<file path="src/rtl/cfgsp_pkg.sv">
`timescale 1ns/1ps
package cfgsp_pkg;
  localparam int NUM_BARS = 6;
  localparam int BAR_DW0  = 4;    // first BAR dword (byte 0x10)
  localparam int ROM_DW   = 12;   // expansion ROM dword (byte 0x30)
  localparam int CMD_OFF  = 4;
  localparam int BIST_OFF = 15;

  typedef enum logic [1:0] {
    KIND_NONE  = 2'd0,
    KIND_IO    = 2'd1,
    KIND_MEM32 = 2'd2
  } bar_kind_e;

  // Bytes software may never change in a type-0 header.
  function automatic logic is_fixed_byte(input logic [7:0] off);
    return off inside {8'h00, 8'h01, 8'h02, 8'h03, 8'h08, 8'h09,
                       8'h0A, 8'h0B, 8'h0E, 8'h3D};
  endfunction

  function automatic logic [31:0] size_mask(input logic [1:0] kind,
                                            input logic [31:0] size);
    logic [31:0] m;
    m = 32'h0;
    if (kind == KIND_IO)         m = ~(size - 32'd1) | 32'h1;
    else if (kind == KIND_MEM32) m = ~((size << 12) - 32'd1) | 32'hF;
    return m;
  endfunction

  function automatic logic [31:0] bar_image(input logic [1:0] kind,
                                            input logic [31:0] size,
                                            input logic [31:0] base,
                                            input logic pref);
    logic [31:0] v;
    v = base & size_mask(kind, size);
    if (kind == KIND_IO)         v = v | 32'h1;
    else if (kind == KIND_MEM32) v = v | (pref ? 32'h8 : 32'h0);
    else                         v = 32'h0;
    return v;
  endfunction
endpackage

</file>
<file path="src/rtl/cfgsp_bar_table.sv">
`timescale 1ns/1ps
module cfgsp_bar_table #(
  parameter int NB = 6,
  parameter logic [2*NB-1:0]  KINDS = '0,
  parameter logic [32*NB-1:0] SIZES = '0,
  parameter logic [32*NB-1:0] BASES = '0,
  parameter logic [NB-1:0]    PREF  = '0
) (
  output logic [32*NB-1:0] masks,
  output logic [32*NB-1:0] images
);
  for (genvar i = 0; i < NB; i++) begin : g_bar
    assign masks[32*i +: 32]  = cfgsp_pkg::size_mask(KINDS[2*i +: 2], SIZES[32*i +: 32]);
    assign images[32*i +: 32] = cfgsp_pkg::bar_image(KINDS[2*i +: 2], SIZES[32*i +: 32],
                                                      BASES[32*i +: 32], PREF[i]);
  end
endmodule

</file>
<file path="src/rtl/cfgsp_ctrl.sv">
`timescale 1ns/1ps
module cfgsp_ctrl #(
  parameter int DW_W = 6,
  parameter int NB   = 6,
  localparam int OFF_W = DW_W + 2
) (
  input  logic             clk,
  input  logic             rst_n,
  input  logic             wr_valid,
  input  logic [DW_W-1:0]  wr_dw,
  input  logic [3:0]       wr_be,
  output logic             wr_ready,
  output logic             wr_take,
  input  logic             rd_valid,
  output logic             rd_ready,
  output logic             rd_take,
  input  logic             rsp_ready,
  output logic             rsp_valid,
  output logic             fix,
  output logic [NB-1:0]    fix_bars,
  input  logic             rom_ack,
  output logic             rom_upd,
  output logic             cfg_upd,
  output logic [OFF_W-1:0] cfg_off,
  output logic [2:0]       cfg_len
);
  logic          phase;
  logic [NB-1:0] pend_bar, hit;
  logic          pend_rom, rom_hit;
  logic [1:0]    lead;

  assign wr_ready = !phase;
  assign wr_take  = wr_valid && !phase;
  assign rd_ready = !phase && !wr_valid && (!rsp_valid || rsp_ready);
  assign rd_take  = rd_valid && rd_ready;

  always_comb begin
    lead = 2'd0;
    for (int k = 3; k >= 0; k--) if (wr_be[k]) lead = 2'(k);
    hit = '0;
    for (int i = 0; i < NB; i++)
      if (int'(wr_dw) == cfgsp_pkg::BAR_DW0 + i) hit[i] = |wr_be;
    rom_hit = (int'(wr_dw) == cfgsp_pkg::ROM_DW) && (|wr_be);
  end

  always_ff @(posedge clk or negedge rst_n) begin
    if (!rst_n) begin
      phase     <= 1'b0;
      pend_bar  <= '0;
      pend_rom  <= 1'b0;
      cfg_off   <= '0;
      cfg_len   <= '0;
      rom_upd   <= 1'b0;
      rsp_valid <= 1'b0;
    end else begin
      phase <= wr_take;
      if (wr_take) begin
        pend_bar <= hit;
        pend_rom <= rom_hit;
        cfg_off  <= {wr_dw, lead};
        cfg_len  <= 3'($countones(wr_be));
      end
      if (phase && pend_rom) rom_upd <= 1'b1;
      else if (rom_ack)      rom_upd <= 1'b0;
      if (rd_take)        rsp_valid <= 1'b1;
      else if (rsp_ready) rsp_valid <= 1'b0;
    end
  end

  assign fix      = phase;
  assign fix_bars = phase ? pend_bar : '0;
  assign cfg_upd  = phase;
endmodule

</file>
<file path="src/rtl/cfgsp_store.sv">
`timescale 1ns/1ps
module cfgsp_store #(
  parameter int DW_W = 6,
  parameter int NB   = 6,
  parameter logic [15:0] VENDOR_ID  = 16'h0,
  parameter logic [15:0] DEVICE_ID  = 16'h0,
  parameter logic [7:0]  REVISION   = 8'h0,
  parameter logic [23:0] CLASS_CODE = 24'h0,
  parameter logic [7:0]  INT_PIN    = 8'h0,
  localparam int OFF_W = DW_W + 2,
  localparam int BYTES = 1 << OFF_W
) (
  input  logic             clk,
  input  logic             rst_n,
  input  logic             wr_take,
  input  logic [DW_W-1:0]  wr_dw,
  input  logic [3:0]       wr_be,
  input  logic [31:0]      wr_data,
  input  logic             fix,
  input  logic [NB-1:0]    fix_bars,
  input  logic [32*NB-1:0] bar_masks,
  input  logic [32*NB-1:0] bar_images,
  input  logic             rd_take,
  input  logic [DW_W-1:0]  rd_dw,
  output logic [31:0]      rsp_data,
  output logic             io_en,
  output logic             mem_en
);
  logic [7:0] cfg [BYTES];

  function automatic logic [7:0] boot_byte(input int a);
    logic [7:0] v;
    v = 8'h00;
    case (a)
      0:  v = VENDOR_ID[7:0];
      1:  v = VENDOR_ID[15:8];
      2:  v = DEVICE_ID[7:0];
      3:  v = DEVICE_ID[15:8];
      8:  v = REVISION;
      9:  v = CLASS_CODE[7:0];
      10: v = CLASS_CODE[15:8];
      11: v = CLASS_CODE[23:16];
      61: v = INT_PIN;
      default: if (a >= 16 && a < 16 + 4*NB) v = bar_images[8*(a-16) +: 8];
    endcase
    return v;
  endfunction

  always_ff @(posedge clk or negedge rst_n) begin
    if (!rst_n) begin
      for (int a = 0; a < BYTES; a++) cfg[a] <= boot_byte(a);
      rsp_data <= '0;
    end else begin
      if (wr_take)
        for (int k = 0; k < 4; k++)
          if (wr_be[k] && !cfgsp_pkg::is_fixed_byte(8'({wr_dw, 2'(k)})))
            cfg[{wr_dw, 2'(k)}] <= ({wr_dw, 2'(k)} == OFF_W'(cfgsp_pkg::BIST_OFF))
                                   ? 8'h00 : wr_data[8*k +: 8];
      if (fix)
        for (int i = 0; i < NB; i++)
          for (int k = 0; k < 4; k++)
            if (fix_bars[i])
              cfg[OFF_W'(16 + 4*i + k)] <= cfg[OFF_W'(16 + 4*i + k)] & bar_masks[32*i + 8*k +: 8];
      if (rd_take)
        rsp_data <= {cfg[{rd_dw, 2'd3}], cfg[{rd_dw, 2'd2}],
                     cfg[{rd_dw, 2'd1}], cfg[{rd_dw, 2'd0}]};
    end
  end

  assign io_en  = cfg[OFF_W'(cfgsp_pkg::CMD_OFF)][0];
  assign mem_en = cfg[OFF_W'(cfgsp_pkg::CMD_OFF)][1];
endmodule

</file>
<file path="src/rtl/cfgsp_top.sv">
`timescale 1ns/1ps
module cfgsp_top #(
  parameter int DW_W = 6,
  parameter int NB   = cfgsp_pkg::NUM_BARS,
  parameter logic [15:0] VENDOR_ID  = 16'hC0DE,
  parameter logic [15:0] DEVICE_ID  = 16'h0A55,
  parameter logic [7:0]  REVISION   = 8'h02,
  parameter logic [23:0] CLASS_CODE = 24'h060000,
  parameter logic [7:0]  INT_PIN    = 8'h01,
  parameter logic [2*NB-1:0]  BAR_KINDS = 12'b00_00_00_10_10_01,
  parameter logic [32*NB-1:0] BAR_SIZES = {32'd0, 32'd0, 32'd0, 32'd1, 32'd4, 32'd32},
  parameter logic [32*NB-1:0] BAR_BASES = {32'd0, 32'd0, 32'd0, 32'hFEC0_0000,
                                           32'hFEB0_0000, 32'h0000_C000},
  parameter logic [NB-1:0]    BAR_PREF  = 6'b000010,
  localparam int OFF_W = DW_W + 2
) (
  input  logic             clk,
  input  logic             rst_n,
  input  logic             wr_valid,
  output logic             wr_ready,
  input  logic [DW_W-1:0]  wr_dw,
  input  logic [3:0]       wr_be,
  input  logic [31:0]      wr_data,
  input  logic             rd_valid,
  output logic             rd_ready,
  input  logic [DW_W-1:0]  rd_dw,
  output logic             rsp_valid,
  input  logic             rsp_ready,
  output logic [31:0]      rsp_data,
  output logic             io_en,
  output logic             mem_en,
  output logic [NB-1:0]    bar_upd,
  output logic             rom_upd,
  input  logic             rom_ack,
  output logic             cfg_upd,
  output logic [OFF_W-1:0] cfg_upd_off,
  output logic [2:0]       cfg_upd_len
);
  logic [32*NB-1:0] bar_masks, bar_images;
  logic wr_take, rd_take, fix;

  cfgsp_bar_table #(.NB(NB), .KINDS(BAR_KINDS), .SIZES(BAR_SIZES),
                    .BASES(BAR_BASES), .PREF(BAR_PREF)) u_bars (
    .masks(bar_masks), .images(bar_images));

  cfgsp_ctrl #(.DW_W(DW_W), .NB(NB)) u_ctrl (
    .clk(clk), .rst_n(rst_n), .wr_valid(wr_valid), .wr_dw(wr_dw), .wr_be(wr_be),
    .wr_ready(wr_ready), .wr_take(wr_take), .rd_valid(rd_valid), .rd_ready(rd_ready),
    .rd_take(rd_take), .rsp_ready(rsp_ready), .rsp_valid(rsp_valid), .fix(fix),
    .fix_bars(bar_upd), .rom_ack(rom_ack), .rom_upd(rom_upd), .cfg_upd(cfg_upd),
    .cfg_off(cfg_upd_off), .cfg_len(cfg_upd_len));

  cfgsp_store #(.DW_W(DW_W), .NB(NB), .VENDOR_ID(VENDOR_ID), .DEVICE_ID(DEVICE_ID),
                .REVISION(REVISION), .CLASS_CODE(CLASS_CODE), .INT_PIN(INT_PIN)) u_store (
    .clk(clk), .rst_n(rst_n), .wr_take(wr_take), .wr_dw(wr_dw), .wr_be(wr_be),
    .wr_data(wr_data), .fix(fix), .fix_bars(bar_upd), .bar_masks(bar_masks),
    .bar_images(bar_images), .rd_take(rd_take), .rd_dw(rd_dw), .rsp_data(rsp_data),
    .io_en(io_en), .mem_en(mem_en));
endmodule

</file>
<file path="config.mk">
export PLATFORM = sky130hd
export DESIGN_NAME = cfgsp_top
export DESIGN_NICKNAME = d
export VERILOG_FILES = /design/src/rtl/cfgsp_pkg.sv /design/src/rtl/cfgsp_bar_table.sv /design/src/rtl/cfgsp_ctrl.sv /design/src/rtl/cfgsp_store.sv /design/src/rtl/cfgsp_top.sv
export SDC_FILE = /design/constraint.sdc
export NUM_CORES = 2
export LEC_CHECK = 0
export CORE_UTILIZATION = 45
export CTS_BUF_LIST = sky130_fd_sc_hd__clkbuf_2
export DETAILED_ROUTE_END_ITERATION = 12
export PLACE_DENSITY_LB_ADDON = 0.15
export SYNTH_ARGS = -nofsm -noshare
export SYNTH_HDL_FRONTEND = slang
export SYNTH_SLANG_ARGS = --single-unit
export TNS_END_PERCENT = 20
</file>
<file path="constraint.sdc">
create_clock -name clk -period 4.4 [get_ports clk]
set_input_delay 0.88 -clock clk [delete_from_list [all_inputs] [get_ports clk]]
set_output_delay 0.88 -clock clk [all_outputs]
set_load 0.01 [all_outputs]
</file>
==> summary.md <==
| Metric | Value |
|---|---|
| Status | completed |
| Setup crit start | u_ctrl.cfg_upd$_DFF_PN0_ |
| Wirelength, routed | 297 mm |
| Die Ht | between 400 and 500 µm |
| Via count | 61,600 |
| RSZ-0062 raised after global routing | yes |
| Crit start category | flop |
| Lkg Pwr | 51.3 nW |
| Share of layout cells above drive strength 1 | 0.459 |
| P_sw | 0.0115 W |
| # rows | 168 |
| Int Pwr | 0.0280 W |
| First-pass GRT wire length | 443 mm |
| Hold slack | 0.229 ns |
| Final setup violation count | 0 |
| Critical Path RT | 3.52 ns |
| Post-Synthesis Cells | 6,804 |
| Min cycle time layout | around 4.3 ns |
| Clk buf depth | 4 |
| GP Congestion | roughly 0.85 |
| Yosys warns | 0 |
| Number of remaining DRC errors | 0 |
| CTS sink count | 2,101 |
| Mapped cell area | 95,400 µm² |
| Max-cap check violation count | 0 |
| Worst Skew | ~0.15 ns |
| R2R depth | 7 |
| Post-synth ARST share | 1.00 |
| DR iter-0 viols | 4,794 |
| PD cells | 372 nW/µm² |
| Synth-to-layout area growth | 11.3% |
| Pre-antenna DRT Iters | 6 |
| Sequential area share after synthesis | 0.552 |
| Final period util | 0.983 |
| Worst Path Arrival | 3.45 ns |
| Comb pwr share | 0.112 |
| Num CTS Buffers | approximately 580 |
| CTS tree | done |
| Synth Area per Inst | 14.0 µm² |
| Seq cells post-synth | 2,101 |
| Worst vdd ir | 0.293 mV |
| H-tree levels | 6 |
| Commonest non-fill, non-tap cell in the layout | dfrtp_1 |
| Die Area | 214,000 µm² |
| Gr ovfl total | 0 |
| Clock Latency Late Sink | 1.90 ns |
| Fin. Hold Viols | 0 |
| Most used DFF post-synth | dfrtp_1 |
| Initial antenna violation count | 9 |
| EDFF count, synth | 0 |
| Via/cell ratio | about 6 |
| Root buf cell | clkbuf_2 |
| CP Capture Point | bar_upd[2] |
| Crit path kind | flop to primary output |
| Min-Delay Path Class | primary input to flop |
| Total GRT Usage | 0.278 |
| CP max FO | 12 |
| Worst R2R Setup Slack | roughly 0.87 ns |
| Yosys cell types | 48 |
| Reg2Reg Launch Point | u_ctrl.cfg_upd$_DFF_PN0_ |
| Layout fillers | 18,500 |
| Worst reg2reg path endpoint | u_store.cfg[1879]$_DFFE_PN0P_ |
| Max-slew violation count | 0 |
| Final Power | roughly 0.039 W |
| Max transition margin | 0.129 |
| Hpwl dp | 190 mm |
| FF+latch area | 52,600 µm² |
| Vias in the first global route | 64,600 |
| Seq pwr share | 0.536 |
| Most frequent cells in the layout | dfrtp_1, mux2_2, clkbuf_2, mux2i_1, nand2_1 |
| Die width | approximately 460 µm |
| Clock power share | 0.351 |
| Core area | 210,000 µm² |
| Largest net degree at the start of global routing | around 120 |
| I/O Pins | 110 |
| Footprint of the multi-input gates | 40,300 µm² |
| IO buf count | roughly 110 |
| DR WL/cell | 28.3 µm |
| FMAX | between 0.2 and 0.25 GHz |
| Nets | 7,343 |
| Worst-margin pin slew | around 1.3 ns |
| Sw frac | 0.291 |
| Syn Nets | 6,866 |
| Reg clk slew, reported paths | approximately 0.12 ns |
| CP Capture Type | primary output |
| Initial Util | 0.454 |
| ANT nets after route | 0 |
logic make-up (layout without fill, tap and decap cells):
logic type      count (synthesis)  count (layout)  synth area share
flops                        2101            2101             0.552
fa+ha+maj                       8               8           0.00113
other cells                     0              11                 0
mux                          2494            2494             0.326
simple gates                  794             794            0.0396
buf+inv                       600            1485            0.0268
compound gates                807             807            0.0544
cell usage after synthesis, types with 41 or more instances:
| library cell | n | area share |
|---|---|---|
| nor2_2 | 129 | 0.0085 |
| nand3_1 | 90 | 0.0047 |
| a22oi_1 | 160 | 0.013 |
| buf_2 | 149 | 0.0078 |
| dfrtp_1 | 2060 | 0.54 |
| dfstp_2 | 41 | 0.011 |
| mux4_2 | 320 | 0.076 |
| a21oi_1 | 115 | 0.0060 |
| clkbuf_1 | 388 | 0.015 |
| mux2i_1 | 452 | 0.047 |
| nor2_1 | 63 | 0.0025 |
| nand2_1 | 390 | 0.015 |
| o21ai_0 | 260 | 0.014 |
| mux2_2 | 1722 | 0.20 |
| a211oi_1 | 64 | 0.0050 |
state kept, by name, summed over array words and instances, names as in the netlist, 3 cells and up:
register          cells
u_store.rsp_data     32
u_ctrl.cfg_off        8
u_ctrl.cfg_len        3
u_store.cfg        2046
u_ctrl.pend_bar       6
critical path, stage by stage, from the launching register on:
cell,delay (ns)
dfrtp_4,0.57
and2_1,0.23
buf_8,0.19
clkdlybuf4s50_1,0.55
repair_timing:
action,4_1_cts,5_1_grt
hold endpoints to repair,3709,0
hold buffers,75,0
gates resized for setup,11,0
setup endpoints to repair,9,2
gates cloned,0,0
setup buffers,1,0
layout make-up:
type,instances,area share
Timing Repair Buffer,487,0.0442
Antenna cell,11,0.000259
Multi-Input combinational cell,4103,0.380
Clock buffer,889,0.0419
Tap cell,2805,0.0331
Inverter,7,0.000247
Sequential cell,2101,0.496
Clock inverter,102,0.00475
worst min-delay path by stage:
stage	from	cells past startpoint	slack, ns	endpoint
CTS	wr_data[12]	4	0.003	u_store.cfg[1748]$_DFF_PN0_
global placement	u_store.cfg[1552]$_DFFE_PN1P_	0	0.36	u_store.cfg[1552]$_DFFE_PN1P_
finish	wr_data[7]	4	0.23	u_store.cfg[1887]$_DFF_PN0_
floorplan	u_store.cfg[1553]$_DFFE_PN0P_	1	0.42	u_store.cfg[1553]$_DFFE_PN0P_
detailed placement	u_store.cfg[2030]$_DFFE_PN1P_	0	0.36	u_store.cfg[2030]$_DFFE_PN1P_
global route	wr_data[6]	3	0.08	u_store.cfg[318]$_DFFE_PN0P_
routing by layer:
layer	up-vias	part of all wire	global-route usage
met1	32900	0.44	0.383
met5	-	0.00081	0.00713
li1	26200	-	-
met3	519	0.061	0.0614
met2	1974	0.46	0.428
met4	4	0.036	0.107
per-stage QoR:
| stage | instances | setup TNS, ns | worst slack [ns] | area, µm² | util |
|---|---|---|---|---|---|
| 2_1_floorplan | 6804 | 0 | 1.42 | 95400 | - |
| 3_3_place_gp | 9427 | 0 | 0.111 | 100000 | 0.478 |
| 3_5_place_dp | 9427 | 0 | 0.0785 | 100000 | 0.478 |
| 4_1_cts | 10500 | -0.314 | -0.139 | 106000 | 0.505 |
| 5_1_grt | 10500 | -0.258 | -0.118 | 106000 | 0.505 |
| 6_report | 10500 | 0 | 0.0731 | 106000 | 0.505 |
power groups by stage:
stage                     clock (W)  combinational [W]  sequential [W]
after floorplan                   0            0.00258          0.0213
after global placement            0            0.00431          0.0215
final                        0.0139            0.00444          0.0212
after global routing         0.0153            0.00475          0.0213
after detailed placement          0            0.00439          0.0215
after CTS                    0.0143            0.00447          0.0212
(Power assumes the default switching activity.)
